--- config.mk ---
export PLATFORM = sky130hd
export DESIGN_NAME = cpu_clk_ctrl
export DESIGN_NICKNAME = d
export VERILOG_FILES = /design/src/rtl/cc_pkg.sv /design/src/rtl/cc_regfile.sv /design/src/rtl/cc_prescaler.sv /design/src/rtl/cc_cfg_latch.sv /design/src/rtl/cc_ce_mux.sv /design/src/rtl/cc_ring_guard.sv /design/src/rtl/cpu_clk_ctrl.sv
export SDC_FILE = /design/constraint.sdc
export NUM_CORES = 1
export LEC_CHECK = 0
export ABC_CLOCK_PERIOD_IN_PS = 2100
export BUFFER_PORTS_ARGS = -buffer_cell sky130_fd_sc_hd__buf_2
export CORE_MARGIN = 4
export CORE_UTILIZATION = 36
export DETAILED_ROUTE_END_ITERATION = 10
export GPL_TIMING_DRIVEN = 0
export PLACE_DENSITY = 0.76
export RECOVER_POWER = 50
export SLEW_MARGIN = 10
export SYNTH_ARGS = -nofsm -noshare
export SYNTH_HDL_FRONTEND = slang
export SYNTH_SLANG_ARGS = --single-unit
--- constraint.sdc ---
create_clock -name clk -period 2.1 [get_ports clk]
set_input_delay 0.105 -clock clk [delete_from_list [all_inputs] [get_ports clk]]
set_output_delay 0.105 -clock clk [all_outputs]
set_load 0.03 [all_outputs]
--- src/rtl/cc_pkg.sv ---
// Package: shared types and constants for the CPU clock enable generator.
// Assumes ratio codes fit in three bits (prescaler width up to 7).
package cc_pkg;
    localparam int unsigned RATIO_W = 3;
    localparam int unsigned N_CODES = 1 << RATIO_W;

    typedef logic [RATIO_W-1:0] ratio_t;

    // Active clock configuration, adopted only at a prescaler wrap.
    typedef struct packed {
        logic   use_sub;
        ratio_t ratio;
    } clk_cfg_t;
endpackage

--- src/rtl/cc_regfile.sv ---
// Oscillator mode register: one stored stop bit behind a byte/bit bus.
// Assumes a single address decode; all other addresses read zero.
module cc_regfile #(
    parameter int unsigned      ADDR_W   = 16,
    parameter logic [ADDR_W-1:0] REG_ADDR = 16'hFFA0
) (
    input  logic              clk,
    input  logic              rst_n,
    input  logic [ADDR_W-1:0] addr,
    input  logic              wr,
    input  logic [7:0]        wdata,
    input  logic              bset,
    input  logic              bclr,
    input  logic [2:0]        bpos,
    output logic [7:0]        rdata,
    output logic              stop_q
);
    logic sel;
    logic bit0_hit;

    // Decode of the register address and of bit position 0.
    always_comb begin
        sel      = (addr == REG_ADDR);
        bit0_hit = (bpos == 3'd0);
    end

    // Stop bit update: byte write over set over clear.
    always_ff @(posedge clk) begin
        if (!rst_n) begin
            stop_q <= 1'b0;
        end else if (sel) begin
            if (wr) begin
                stop_q <= wdata[0];
            end else if (bset && bit0_hit) begin
                stop_q <= 1'b1;
            end else if (bclr && bit0_hit) begin
                stop_q <= 1'b0;
            end
        end
    end

    // Read mux: register contents or zero.
    always_comb begin
        rdata = sel ? {7'b0, stop_q} : 8'h00;
    end
endmodule

--- src/rtl/cc_prescaler.sv ---
// Free-running prescaler shared by every main-clock ratio.
// Assumes the slowest ratio equals the full prescaler period.
module cc_prescaler #(
    parameter int unsigned PRE_W = 4
) (
    input  logic             clk,
    input  logic             rst_n,
    output logic [PRE_W-1:0] pre,
    output logic             wrap
);
    // Count up every reference cycle.
    always_ff @(posedge clk) begin
        if (!rst_n) begin
            pre <= '0;
        end else begin
            pre <= pre + 1'b1;
        end
    end

    // Wrap marks the cycle in which every ratio fires together.
    always_comb begin
        wrap = &pre;
    end
endmodule

--- src/rtl/cc_cfg_latch.sv ---
// Holds the active source and ratio; adopts new requests only at wrap.
// Assumes ratio codes above PRE_W mean the slowest ratio.
module cc_cfg_latch
    import cc_pkg::*;
#(
    parameter int unsigned PRE_W = 4
) (
    input  logic     clk,
    input  logic     rst_n,
    input  logic     wrap,
    input  logic     sub_req,
    input  ratio_t   ratio_req,
    output clk_cfg_t cfg
);
    localparam ratio_t MAX_CODE = ratio_t'(PRE_W);

    ratio_t ratio_clamped;

    // Clamp out-of-range codes to the slowest ratio.
    always_comb begin
        ratio_clamped = (ratio_req > MAX_CODE) ? MAX_CODE : ratio_req;
    end

    // Adopt the requested configuration at the prescaler wrap.
    always_ff @(posedge clk) begin
        if (!rst_n) begin
            cfg.use_sub <= 1'b0;
            cfg.ratio   <= MAX_CODE;
        end else if (wrap) begin
            cfg.use_sub <= sub_req;
            cfg.ratio   <= ratio_clamped;
        end
    end
endmodule

--- src/rtl/cc_ce_mux.sv ---
// Builds one enable per ratio from the prescaler, plus the half-rate
// subsystem enable, and picks the active one.
// Assumes sub_tick is a one-cycle pulse in the reference domain.
module cc_ce_mux
    import cc_pkg::*;
#(
    parameter int unsigned PRE_W = 4
) (
    input  logic             clk,
    input  logic             rst_n,
    input  logic [PRE_W-1:0] pre,
    input  clk_cfg_t         cfg,
    input  logic             sub_tick,
    output logic             cpu_ce
);
    logic [N_CODES-1:0] hit;
    logic               sub_ph;
    logic               main_ce;
    logic               sub_ce;

    // One candidate enable per ratio code; unused codes stay low.
    for (genvar k = 0; k < N_CODES; k++) begin : g_ratio
        if (k <= PRE_W) begin : g_live
            localparam int unsigned MASK_I = (1 << k) - 1;
            localparam logic [PRE_W-1:0] MASK = MASK_I[PRE_W-1:0];
            assign hit[k] = ((pre & MASK) == MASK);
        end else begin : g_dead
            assign hit[k] = 1'b0;
        end
    end

    // Subsystem phase toggles on every tick.
    always_ff @(posedge clk) begin
        if (!rst_n) begin
            sub_ph <= 1'b0;
        end else if (sub_tick) begin
            sub_ph <= ~sub_ph;
        end
    end

    // Select between main ratio and half-rate subsystem enable.
    always_comb begin
        main_ce = hit[cfg.ratio];
        sub_ce  = sub_tick & sub_ph;
        cpu_ce  = cfg.use_sub ? sub_ce : main_ce;
    end
endmodule

--- src/rtl/cc_ring_guard.sv ---
// Decides whether the ring oscillator may run.
// Assumes the stop request is only safe when the CPU is off the ring clock.
module cc_ring_guard #(
    parameter bit STOP_ALLOWED = 1'b1
) (
    input  logic stop_q,
    input  logic main_xtal_sel,
    input  logic use_sub,
    output logic ring_run
);
    if (STOP_ALLOWED) begin : g_stoppable
        // Honour the stop bit only while the CPU runs off crystal or subsystem.
        always_comb begin
            ring_run = ~(stop_q & (main_xtal_sel | use_sub));
        end
    end else begin : g_locked
        // Oscillator cannot be stopped in this build.
        always_comb begin
            ring_run = 1'b1;
        end
    end
endmodule

--- src/rtl/cpu_clk_ctrl.sv ---
// Top: CPU clock enable generator with oscillator stop register.
// Assumes all clocks are modelled as enables on the reference clock.
module cpu_clk_ctrl
    import cc_pkg::*;
#(
    parameter int unsigned       ADDR_W       = 16,
    parameter logic [ADDR_W-1:0] REG_ADDR     = 16'hFFA0,
    parameter int unsigned       PRE_W        = 4,
    parameter bit                STOP_ALLOWED = 1'b1
) (
    input  logic              clk,
    input  logic              rst_n,
    input  logic [ADDR_W-1:0] bus_addr,
    input  logic              bus_wr,
    input  logic [7:0]        bus_wdata,
    input  logic              bus_bset,
    input  logic              bus_bclr,
    input  logic [2:0]        bus_bpos,
    output logic [7:0]        bus_rdata,
    input  logic              main_xtal_sel,
    input  logic              sub_sel,
    input  logic [2:0]        div_sel,
    input  logic              sub_tick,
    output logic              cpu_ce,
    output logic              ring_run
);
    logic             stop_q;
    logic [PRE_W-1:0] pre;
    logic             wrap;
    clk_cfg_t         cfg;

    cc_regfile #(
        .ADDR_W   (ADDR_W),
        .REG_ADDR (REG_ADDR)
    ) u_regs (
        .clk    (clk),
        .rst_n  (rst_n),
        .addr   (bus_addr),
        .wr     (bus_wr),
        .wdata  (bus_wdata),
        .bset   (bus_bset),
        .bclr   (bus_bclr),
        .bpos   (bus_bpos),
        .rdata  (bus_rdata),
        .stop_q (stop_q)
    );

    cc_prescaler #(.PRE_W(PRE_W)) u_pre (
        .clk   (clk),
        .rst_n (rst_n),
        .pre   (pre),
        .wrap  (wrap)
    );

    cc_cfg_latch #(.PRE_W(PRE_W)) u_cfg (
        .clk       (clk),
        .rst_n     (rst_n),
        .wrap      (wrap),
        .sub_req   (sub_sel),
        .ratio_req (ratio_t'(div_sel)),
        .cfg       (cfg)
    );

    cc_ce_mux #(.PRE_W(PRE_W)) u_ce (
        .clk      (clk),
        .rst_n    (rst_n),
        .pre      (pre),
        .cfg      (cfg),
        .sub_tick (sub_tick),
        .cpu_ce   (cpu_ce)
    );

    cc_ring_guard #(.STOP_ALLOWED(STOP_ALLOWED)) u_guard (
        .stop_q        (stop_q),
        .main_xtal_sel (main_xtal_sel),
        .use_sub       (cfg.use_sub),
        .ring_run      (ring_run)
    );
endmodule

After elaboration in Yosys (flattened, before gate mapping)
Index checks and enable logic that the tools add are counted.
{ "op_classes": {"add_sub_neg": 1, "magnitude_cmp": 2, "n_eq_ne": 4, "n_mux": 8, "n_bitwise": 5, "reduce_logical": 6} }
{ "op_table": {"columns": ["operator", "n"], "rows": [
  ["16-bit equality test, second input constant", 1],
  ["1-bit two-way mux", 6],
  ["4-bit by 1-bit adder with 4-bit output, second input constant", 1],
  ["4-bit equality test, second input constant", 1],
  ["3-bit by 4-bit < comparator with 1-bit output, second input constant", 1],
  ["4-bit AND reduction", 1],
  ["1-bit binary-select mux with 3-bit select", 1],
  ["3-bit equality test, second input constant", 1],
  ["3-bit greater-than comparator, second input constant", 1],
  ["3-bit zero test", 1],
  ["3-bit two-way mux", 1],
  ["3-bit nonzero test", 1],
  ["1-bit AND", 2],
  ["2-bit equality test, second input constant", 1],
  ["1-bit logical AND", 2],
  ["1-bit NOT", 2],
  ["2-bit AND reduction", 1],
  ["1-bit bitwise OR", 1]
]} }
{ "word_totals": {"regBits": 10, "in_bits": 38, "output_inout_bits": 10, "elab_cells": 31} }

Longest topological paths before layout
Gate-level depths: netlist of run 1.
{ "depth": {"ltp_word": 5, "ltp_mapped": 5, "mapped_depth_nobuf": 5} }

Modules after synthesis
A second synthesis of run 1 with hierarchy kept.
{ "hier_totals": {"cells_unflattened": 60, "area_unflattened_um2": 595.6} }
{ "modules_own_cells": {"columns": ["mod", "n_inst", "cells_per_inst", "area_each_um2", "seq_area_each_um2"], "rows": [
  ["cc_regfile", 1, 22, 187.7, 20.0],
  ["cc_prescaler", 1, 14, 152.6, 80.1],
  ["cc_cfg_latch", 1, 13, 150.1, 80.1],
  ["cc_ce_mux", 1, 10, 100.1, 20.0],
  ["cc_ring_guard", 1, 1, 5.0, 0.0]
]} }

Worst setup path before layout of run 1
Ideal clock, no wire load.
{ "synth_path": {"path_kind": "register to output", "startpoint": "register u_pre.pre[0]", "endpoint": "output cpu_ce", "arrival_time_ns": 1.890, "required_time_ns": 1.995, "slack_ns": 0.105, "stages_incl_launch_ff": 5, "path_buffers": 0, "cell_sequence": "dfxtp_1 -> ha_1 -> ha_1 -> a31oi_1 -> o311ai_0"} }
{ "synth_via": {"elab_chain_len": 4, "word_cells_on_any_way": 6, "classes_between": "eq/ne: 3; mux: 3"} }
{ "synth_lines": {"columns": ["item", "line", "source"], "rows": [
  ["from (decl)", "cc_prescaler.sv:8", "output logic [PRE_W-1:0] pre,"],
  ["from (signal assigned)", "cc_prescaler.sv:16", "pre <= pre + 1'b1;"],
  ["4-bit equality test (tied with other cells)", "cc_ce_mux.sv:26", "assign hit[k] = ((pre & MASK) == MASK);"],
  ["1-bit binary-select mux with 3-bit select *", "cc_ce_mux.sv:43", "main_ce = hit[cfg.ratio];"],
  ["1-bit two-way mux (implied by the code) *", "cc_ce_mux.sv:43", null],
  ["1-bit two-way mux *", "cc_ce_mux.sv:45", "cpu_ce = cfg.use_sub ? sub_ce : main_ce;"],
  ["to (decl)", "cpu_clk_ctrl.sv:24", "output logic cpu_ce,"]
]} }
Mark *: on every way between the ends. The rest lies on a longest branch, timed or not. The select of a mux whose other input is x is not followed.

Final worst setup path of run 1
Same ends and word-level chain as after synthesis.

==> results of run 1 <==
[synth_stat cells, drive strengths merged]
master,n
o21a,1
nor4,1
a31oi,1
o21ai,3
ha,2
and2,5
mux2i,3
nand4,2
buf,7
or4b,2
nor2b,7
xor2,1
nor3b,2
nand3,3
conb,1
a22o,1
nand2,3
clkbuf,1
dfxtp,10
a21oi,3
nor2,1
xnor2,1
nor3,1
o311ai,1
[power groups by stage]
stage	Combinational, mW	Sequential [mW]	Clock (mW)
after floorplan	0.0453	0.205	0
after global placement	0.0747	0.205	0
after detailed placement	0.0766	0.206	0
after CTS	0.0770	0.201	0.128
after global routing	0.0850	0.202	0.140
final	0.0763	0.201	0.123
[flip-flops by register name, indices dropped and copies added (netlist names)]
register	count
u_ce.sub_ph	1
u_pre.pre	4
u_regs.stop_q	1
u_cfg.cfg	4
[per-stage QoR]
| stage | area [µm²] | hold slack [ps] | utilization [%] |
|---|---|---|---|
| finish | 797.0 | 104.1 | 52.91 |
| global route | 797.0 | 121.6 | 52.91 |
| CTS | 798.3 | 92.62 | 52.99 |
| detailed placement | 775.7 | 359.2 | 51.50 |
| global placement | 775.7 | 350.9 | 51.50 |
| floorplan | 590.6 | 230.1 | - |
[logic make-up (layout without fill, tap and decap cells)]
| logic type | count (synthesis) | in the layout | share of synthesized area, % |
|---|---|---|---|
| muxes | 3 | 3 | 5.287 |
| and+or+nand+nor | 27 | 27 | 30.61 |
| DFF | 10 | 10 | 35.24 |
| other | 1 | 7 | 0.6602 |
| buffers and inverters | 8 | 44 | 9.911 |
| adders and majority gates | 2 | 2 | 4.405 |
| xor gates and xnor gates | 2 | 2 | 3.084 |
| AOI/OAI and AO/OA | 10 | 10 | 10.79 |
[tightest hold or removal path: stages]
cell,delay [ps]
buf_2,100
mux2i_1,60
nand2_1,60
[per-layer routing]
metal  global-route usage (%)  vias up  part of all wire, %
met1                    14.41      235                   40
met3                    4.887        0                  8.0
li1                         -      294                    -
met2                    18.47       18                   52
met5                        0        -                    0
met4                    3.226        0                    0
[area by class of cell]
type                    count  area [µm²]
plain buffers               8       56.30
fillers                   141       709.4
well taps                  16       20.02
clock buffers               3       22.52
flip-flops and latches     10       200.2
repair buffers             33       163.9
multi-input cells          51       334.1
[final timing paths]
check / cells past startpoint / slack (ps) / start / end
max: 6 / 270 / u_pre.pre[0]$_SDFF_PN0_ / cpu_ce
min reg2reg: 2 / 470 / u_regs.stop_q$_SDFFE_PN0P_ / u_regs.stop_q$_SDFFE_PN0P_
min: 3 / 100 / div_sel[2] / u_cfg.cfg[2]$_SDFFE_PN1P_
max reg2reg: 5 / 780 / u_pre.pre[0]$_SDFF_PN0_ / u_cfg.cfg[0]$_SDFFE_PN0P_
==> impl_metrics.csv, run 1 <==
group,metric,value,unit
floorplanning,die_area,0.002277,mm²
cells_and_area,layout_common_cells,"32 x buf_2, 10 x dfxtp_1, 7 x nor2b_1, 7 x buf_4, 7 x conb_1",
cells_and_area,drive_gt1_share,41.90,%
cells_and_area,diodes,0,
floorplanning,dieWidth,47.72,µm
clocking,cts_tree,"done",
yosys,syn_inst,63,
global_routing,antenna_found_initial,0,
drt,first_iter_violations,3,
power_and_ir_drop,netSwitchingFraction,24.20,%
run_status,status,"complete, no violations",
sta,drv_slew,0,
global_routing,grt_max_degree,11,
yosys,synth.top_cell.area_share,35.24,%
placed_design,dp.cells,118,
yosys,ys_seq_area_share,35.24,%
clocking,cts_sinks,10,
cells_and_area,final_common_cell,"buf_2",
placed_design,io_buffers,33,
drt,vias_per_cell,4.521,
sta,finalSetupTns,0,ps
sta,fin_skew,0.4708,ps
worst_setup_path,cp-start-kind,"flip-flop",
sta,min_period_over_period,86.98,%
global_routing,grt_pass1_wl,1856,µm
sta,fmax,547.5,MHz
worst_setup_path,critPathKind,"flip-flop to primary output",
clocking,ctsHoldBuffers,0,
drt,wl_per_cell,10.02,µm
global_routing,grt_use_total,11.63,%
sta,setup_viol,0,
worst_hold_path,hp-class,"primary input to flip-flop",
worst_setup_path,crit_family,"compound AO/OA/AOI/OAI gates",
yosys,syn_area,568.0,µm²
drt,drc,0,
clocking,clkTransAtPathRegs,60,ps
clocking,cts_buffer_depth,2,
power_and_ir_drop,power.leakage,0.3968,nW
cells_and_area,syn_to_final_growth,40.31,%
drt,drt_pass1_iterations,3,
floorplanning,pin_count,48,
worst_setup_path,crit_arrival,1720,ps
power_and_ir_drop,report.power.total,400.2,µW
clocking,cts_resized,0,
yosys,yosys_warnings,0,
power_and_ir_drop,p_clk_share,30.7,%
clocking,cts-root-buf,"clkbuf_4",
power_and_ir_drop,p_int,303.4,µW
floorplanning,initial_core_util,37.71,%
yosys,netlist-cell-type-count,26,
sta,fin_ws,273.4,ps
worst_setup_path,cp_slowest_stage_delay,370,ps
drt,via_count,547,
clocking,cts_buffers,3,
worst_setup_path,cp.required,2000,ps
floorplanning,num_rows,14,
run,drv_cap,0,
global_routing,gr-total-overflow,0,
drt,routed_wl,1212,µm
drt,postRouteAntennaNets,0,
global_routing,grt_pass1_vias,448,
floorplanning,die_y,47.72,µm
worst_setup_path,worstPathMaxFanout,7,
placed_design,place_ws,539.7,ps
yosys,synthTopCellsByArea,"dfxtp_1 35%, buf_4 9.3%, nor2b_1 7.7%",
worst_setup_path,crit_chain,"ha_1 > nand3_1 > a21oi_1 > o21ai_0 > o311ai_0 > buf_2",
worst_setup_path,crit_slowest_cell,"dfxtp_1",
worst_setup_path,cp.buffers_inverters,1,
clocking,clock_latency,250,ps
power_and_ir_drop,seq_power_share,50.3,%
clocking,htree_levels,1,
yosys,synth-seq-cells,10,
clocking,post_cts_buffers,0,
floorplanning,coreArea,0.001506,mm²
placed_design,gp_congestion,0.7250,
power_and_ir_drop,p_per_area,502.2,mW/mm²
power_and_ir_drop,switchingPower,96.87,µW
power_and_ir_drop,irDropWorstVdd,0.0003134,V
cells_and_area,stdcell_count,121,
power_and_ir_drop,combPwrFrac,19.1,%
cells_and_area,layout.nets,147,
sta,hold_violations,0,
worst_setup_path,crit_path_end_kind,"primary output",
yosys,avgSynthCellArea,9.017,µm²
sta,post-route-min-period,1827,ps
yosys,yosysTopAreaCell,"dfxtp_1",
sta,rsz0062_at_grt,"no",
Power figures use the tool's default switching activity.
==> inputs of run 2 (changes only) <==
--- a/config.mk
+++ b/config.mk
@@ -5,7 +5,7 @@
 export SDC_FILE = /design/constraint.sdc
 export NUM_CORES = 1
 export LEC_CHECK = 0
-export ABC_CLOCK_PERIOD_IN_PS = 2100
+export ABC_CLOCK_PERIOD_IN_PS = 1900
 export BUFFER_PORTS_ARGS = -buffer_cell sky130_fd_sc_hd__buf_2
 export CORE_MARGIN = 4
 export CORE_UTILIZATION = 36
@@ -13,6 +13,7 @@
 export GPL_TIMING_DRIVEN = 0
 export PLACE_DENSITY = 0.76
 export RECOVER_POWER = 50
+export SETUP_SLACK_MARGIN = 0.3
 export SLEW_MARGIN = 10
 export SYNTH_ARGS = -nofsm -noshare
 export SYNTH_HDL_FRONTEND = slang
==> constraint.sdc (replaced) <==
create_clock -name clk -period 1.9 [get_ports clk]
set_input_delay 0.095 -clock clk [delete_from_list [all_inputs] [get_ports clk]]
set_output_delay 0.095 -clock clk [all_outputs]
set_load 0.03 [all_outputs]
==> impl_metrics.csv, run 2 (same netlist as run 1, synthesis figures left out) <==
group,metric,value,unit
run_status,status,"complete, no violations",
cells_and_area,syn_to_final_growth,58.15,%
floorplanning,initial_core_util,37.71,%
clocking,cts_sinks,10,
placed_design,dp.cells,118,
worst_setup_path,critPathKind,"flip-flop to primary output",
power_and_ir_drop,p_per_area,566.1,mW/mm²
cells_and_area,final_common_cell,"buf_2",
drt,routed_wl,1369,µm
global_routing,antenna_found_initial,0,
run,drv_cap,0,
floorplanning,coreArea,0.001506,mm²
sta,finalSetupTns,0,ps
placed_design,gp_congestion,0.7083,
sta,fin_skew,1.394,ps
sta,post-route-min-period,1621,ps
clocking,clock_latency,260,ps
sta,hold_violations,0,
drt,routed-wl-met3,117,µm
drt,via_count,566,
sta,fin_hold_ws,72.65,ps
sta,fmax,617.0,MHz
floorplanning,num_rows,14,
drt,met2_length,702,µm
global_routing,grt_pass1_wl,2007,µm
global_routing,grt_pass1_vias,512,
power_and_ir_drop,irDropWorstVdd,0.0003182,V
global_routing,grt_max_degree,11,
cells_and_area,drive_gt1_share,50.46,%
floorplanning,pin_count,48,
global_routing,gr-total-overflow,0,
cells_and_area,fin_util,59.63,%
worst_hold_path,hp-class,"primary input to flip-flop",
clocking,cts-root-buf,"clkbuf_4",
drt,met1_length,540,µm
worst_setup_path,cp.required,1800,ps
worst_setup_path,worstPathMaxFanout,4,
floorplanning,die_area,0.002277,mm²
drt,postRouteAntennaNets,0,
sta,min_period_over_period,85.31,%
floorplanning,dieWidth,47.72,µm
drt,drt_pass1_iterations,4,
sta,drv_slew,0,
clocking,htree_levels,1,
drt,vias_per_cell,4.528,
cells_and_area,layout.nets,150,
power_and_ir_drop,power.leakage,0.4212,nW
clocking,cts_buffer_depth,2,
placed_design,io_buffers,33,
cells_and_area,stdcell_count,125,
placed_design,place_ws,335.3,ps
sta,fin_ws,279.2,ps
drt,first_iter_violations,3,
placed_design,hpwl,1083,µm
drt,highest_layer,"met4",
worst_setup_path,cp-start-kind,"flip-flop",
sta,setup_viol,0,
floorplanning,die_y,47.72,µm
cells_and_area,layout_common_cells,"32 x buf_2, 10 x buf_4, 9 x dfxtp_1, 7 x nor2b_1, 7 x conb_1",
sta,rsz0062_at_grt,"yes",
worst_setup_path,crit_arrival,1530,ps
global_routing,grt_use_total,12.38,%
cells_and_area,reg_top3,"u_cfg.cfg: 4 flops, u_pre.pre: 4 flops",
clocking,cts_tree,"done",
worst_setup_path,crit_path_end_kind,"primary output",
cells_and_area,diodes,0,
drt,wl_per_cell,10.95,µm
drt,drc,0,
clocking,cts_buffers,3,
clocking,clkTransAtPathRegs,60,ps
==> run 2: power breakdown <==
| group | switching [mW] | leakage (nW) | internal, mW |
|---|---|---|---|
| Clock | 0.0749 | 0.0210 | 0.116 |
| Sequential | 0.00855 | 0.0818 | 0.218 |
| Combinational | 0.0419 | 0.318 | 0.0490 |
| Total | 0.125 | 0.421 | 0.383 |
==> run 2: repair_timing <==
action | CTS | global route
pin swaps | 0 | 4
hold buffers | 0 | 0
setup endpoints to repair | 1 | 1
buffers inserted | 0 | 3
resized for setup | 7 | 6
==> run 2: worst paths after layout <==
check        slack, ps  cells after the start                        from                          to
max                280                      5     u_pre.pre[0]$_SDFF_PN0_                      cpu_ce
min reg2reg        480                      2  u_regs.stop_q$_SDFFE_PN0P_  u_regs.stop_q$_SDFFE_PN0P_
max reg2reg        610                      6     u_pre.pre[0]$_SDFF_PN0_   u_cfg.cfg[0]$_SDFFE_PN0P_
min                 70                      3                  div_sel[2]   u_cfg.cfg[2]$_SDFFE_PN1P_
==> run 2: stage by stage <==
step	instance area (µm²)	total power [mW]
floorplan	598.1	0.2766
global placement	783.3	0.3097
detailed placement	783.3	0.3116
CTS	848.3	0.5121
global route	898.4	0.5358
finish	898.4	0.5085
==> run 2: final cells by class <==
type / count / area, µm²
tap: 16 / 20.02
buffer: 8 / 56.30
sequential: 10 / 201.4
timing repair buffer: 36 / 190.2
clock buffer: 4 / 36.28
multi-input combinational: 51 / 394.1
fill: 144 / 608.1
==> run 2: worst max-delay path, cell delays in order, from the launching register on <==
cell,delay (ps)
dfxtp_1,410
ha_4,190
ha_4,140
a31oi_4,70
o311ai_2,250
buf_4,200
==> run 2: per-layer routing <==
| layer | GRT usage (%) | vias up |
|---|---|---|
| met2 | 22.43 | 25 |
| met3 | 3.383 | 2 |
| met1 | 13.45 | 240 |
| met5 | 0 | - |
| li1 | - | 299 |
| met4 | 4.839 | 0 |
==> inputs of run 3 (changes only) <==
--- a/config.mk
+++ b/config.mk
@@ -5,13 +5,14 @@
 export SDC_FILE = /design/constraint.sdc
 export NUM_CORES = 1
 export LEC_CHECK = 0
+export ABC_AREA = 1
 export ABC_CLOCK_PERIOD_IN_PS = 1900
 export BUFFER_PORTS_ARGS = -buffer_cell sky130_fd_sc_hd__buf_2
 export CORE_MARGIN = 4
 export CORE_UTILIZATION = 36
 export DETAILED_ROUTE_END_ITERATION = 10
 export GPL_TIMING_DRIVEN = 0
-export PLACE_DENSITY = 0.76
+export PLACE_DENSITY = 0.72
 export RECOVER_POWER = 50
 export SETUP_SLACK_MARGIN = 0.3
 export SLEW_MARGIN = 10
==> impl_metrics.csv, run 3 <==
group,metric,value,unit
worst_setup_path,worstReg2RegEnd,"u_cfg.cfg[1]$_SDFFE_PN0P_",
placed_design,dp.cells,172,
yosys,avgSynthCellArea,6.326,µm²
cells_and_area,reg_top3,"u_cfg.cfg: 4 flops, u_pre.pre: 4 flops",
sta,setup_viol,0,
floorplanning,die_y,51.56,µm
power_and_ir_drop,power.leakage,0.5236,nW
power_and_ir_drop,irDropWorstVdd,0.0002303,V
cells_and_area,drive_gt1_share,38.16,%
floorplanning,coreArea,0.001764,mm²
clocking,clock_latency,260,ps
worst_setup_path,cp.required,1800,ps
clocking,cts_buffer_depth,2,
worst_hold_path,hold_depth,2,
clocking,cts_buffers,3,
drt,routed_wl,1558,µm
global_routing,grt_pass1_vias,635,
worst_setup_path,crit_arrival,1570,ps
drt,drt_pass1_iterations,3,
cells_and_area,diodes,0,
yosys,synthTopCellsByArea,"dfxtp_1 29%, nand2_1 13%, inv_1 10%",
floorplanning,num_rows,15,
placed_design,gp_congestion,0.8057,
global_routing,grt_pass1_wl,2359,µm
yosys,synth-main-ff-cell,"dfxtp_1",
yosys,synth_edf_count,0,
clocking,clkTransAtPathRegs,70,ps
worst_setup_path,cp_common_cell,"ha_4",
cells_and_area,layout_common_cells,"32 x buf_2, 23 x nand2_1, 19 x inv_1, 16 x nor2_1, 9 x dfxtp_1",
floorplanning,pin_count,48,
global_routing,gr-total-overflow,0,
worst_setup_path,timing.rr.start,"u_pre.pre[0]$_SDFF_PN0_",
yosys,yosys_warnings,0,
cells_and_area,fillers,183,
floorplanning,die_area,0.002658,mm²
sta,hold_violations,0,
sta,post-route-min-period,1665,ps
drt,first_iter_violations,19,
global_routing,antenna_found_initial,0,
yosys,netlist-cell-type-count,17,
worst_hold_path,min_to,"u_ce.sub_ph$_SDFFE_PN0P_",
drt,postRouteAntennaNets,0,
sta,min_period_over_period,87.64,%
worst_setup_path,crit_path_end_kind,"primary output",
cells_and_area,final_common_cell,"buf_2",
drt,via_count,748,
sta,rsz0062_at_grt,"yes",
power_and_ir_drop,seq_power_share,43.2,%
power_and_ir_drop,p_clk_share,36.8,%
power_and_ir_drop,p_per_area,530.5,mW/mm²
sta,fin_ws,234.9,ps
clocking,cts_tree,"done",
worst_setup_path,worstPathMaxFanout,3,
clocking,htree_levels,1,
clocking,cts-root-buf,"clkbuf_4",
power_and_ir_drop,netSwitchingFraction,26.77,%
placed_design,io_buffers,33,
yosys,yosysMostFrequentCell,"nand2_1",
yosys,async_reset_ff_share,0,%
worst_setup_path,crit_family,"flip-flops",
drt,vias_per_cell,4.226,
yosys,syn_inst,108,
worst_setup_path,cp-start-kind,"flip-flop",
sta,fmax,600.6,MHz
cells_and_area,layout.nets,193,
worst_setup_path,crit_slowest_cell,"dfxtp_1",
run,drv_cap,0,
worst_setup_path,crit_chain,"ha_4 > ha_4 > nand3_2 > a21oi_2 > nor2_1 > a22oi_2 > buf_6",
floorplanning,initial_core_util,38.72,%
power_and_ir_drop,switchingPower,139.7,µW
yosys,synth.top_cell.area_share,29.30,%
worst_hold_path,hp-class,"primary input to flip-flop",
worst_setup_path,cp.buffers_inverters,1,
worst_setup_path,cp_slowest_stage_delay,410,ps
worst_setup_path,r2r_cells,6,
clocking,ctsHoldBuffers,0,
run_status,status,"complete, no violations",
sta,drv_slew,0,
yosys,syn_area,683.2,µm²
yosys,synth-seq-cells,10,
power_and_ir_drop,combPwrFrac,20.1,%
placed_design,place_ws,419.2,ps
worst_setup_path,reg2reg_slack,800,ps
yosys,synth_commonest_cells,"23 x nand2_1, 19 x inv_1, 16 x nor2_1, 10 x dfxtp_1, 8 x nand3_1",
yosys,ys_seq_area_share,29.30,%
placed_design,hpwl,1230,µm
global_routing,grt_use_total,11.47,%
sta,fin_skew,2.503,ps
worst_hold_path,hold_start,"sub_tick",
drt,wl_per_cell,8.802,µm
cells_and_area,stdcell_count,177,
worst_setup_path,critPathKind,"flip-flop to primary output",
power_and_ir_drop,p_int,382.1,µW
clocking,cts_sinks,10,
floorplanning,dieWidth,51.56,µm
sta,finalSetupTns,0,ps
global_routing,grt_max_degree,9,
yosys,yosysTopAreaCell,"dfxtp_1",
cells_and_area,syn_to_final_growth,43.96,%
drt,drc,0,
-- run 3: changes by cell type after synthesis, moves of 5 or more --
| cell | delta |
|---|---|
| nand2_1 | +20 |
| inv_1 | +19 |
| nor2_1 | +15 |
| nor2b_1 | -7 |
| and2_1 | -5 |
| nand3_1 | +5 |
-- run 3: how the worst max path moves through the flow --
stage / to / slack (ps) / cells past startpoint / startpoint
after CTS: cpu_ce / 310 / 7 / u_pre.pre[0]$_SDFF_PN0_
after global routing: cpu_ce / 130 / 7 / u_pre.pre[0]$_SDFF_PN0_
after floorplan: cpu_ce / 510 / 6 / u_pre.pre[0]$_SDFF_PN0_
after global placement: cpu_ce / 430 / 7 / u_pre.pre[0]$_SDFF_PN0_
final: cpu_ce / 230 / 7 / u_pre.pre[0]$_SDFF_PN0_
after detailed placement: cpu_ce / 420 / 7 / u_pre.pre[0]$_SDFF_PN0_
-- run 3: metal layers --
| layer | global-route usage (%) | up-vias | part of all wire, % |
|---|---|---|---|
| li1 | - | 411 | - |
| met4 | 6.550 | 0 | 1.0 |
| met3 | 2.292 | 2 | 6.7 |
| met2 | 19.49 | 30 | 50 |
| met5 | 0 | - | 0 |
| met1 | 13.30 | 305 | 42 |
-- run 3: timing repair --
action / 4_1_cts / 5_1_grt
buffers inserted: 0 / 1
pin swaps: 0 / 3
gates resized for setup: 6 / 5
endpoints found under the setup margin: 1 / 1
-- run 3: layout make-up --
type	count	area (µm²)	area share (%)
Buffer	7	52.55	5.344
Clock buffer	4	36.28	3.690
Inverter	20	75.07	7.634
Multi-Input combinational cell	77	411.6	41.86
Sequential cell	10	201.4	20.48
Tap cell	25	31.28	3.181
Timing Repair Buffer	34	175.2	17.81
-- run 3: power by group through the flow --
stage               clock [mW]  sequential [mW]  combinational (mW)
floorplan                    0            0.226              0.0576
global placement             0            0.227              0.0967
detailed placement           0            0.227              0.0992
CTS                      0.194            0.224               0.102
global route             0.207            0.227               0.120
finish                   0.192            0.225               0.105
-- run 3: logic make-up (layout without fill, tap and decap cells) --
logic type,count (synthesis),after routing,synth area share (%)
compound gates,12,12,10.62
fa+ha+maj,2,2,3.662
buf+inv,27,65,18.68
flops,10,10,29.30
other cells,1,7,0.5489
simple gates,56,56,37.18
-- run 3: through the flow --
stage	utilization [%]	total power, mW	hold WS, ps	instance area [µm²]
final	55.74	0.5217	28.61	983.4
after global routing	55.74	0.5533	33.21	983.4
after CTS	54.47	0.5197	28.50	960.9
after detailed placement	51.13	0.3264	309.2	902.1
after global placement	51.13	0.3236	298.3	902.1
after floorplan	-	0.2837	179.1	705.7
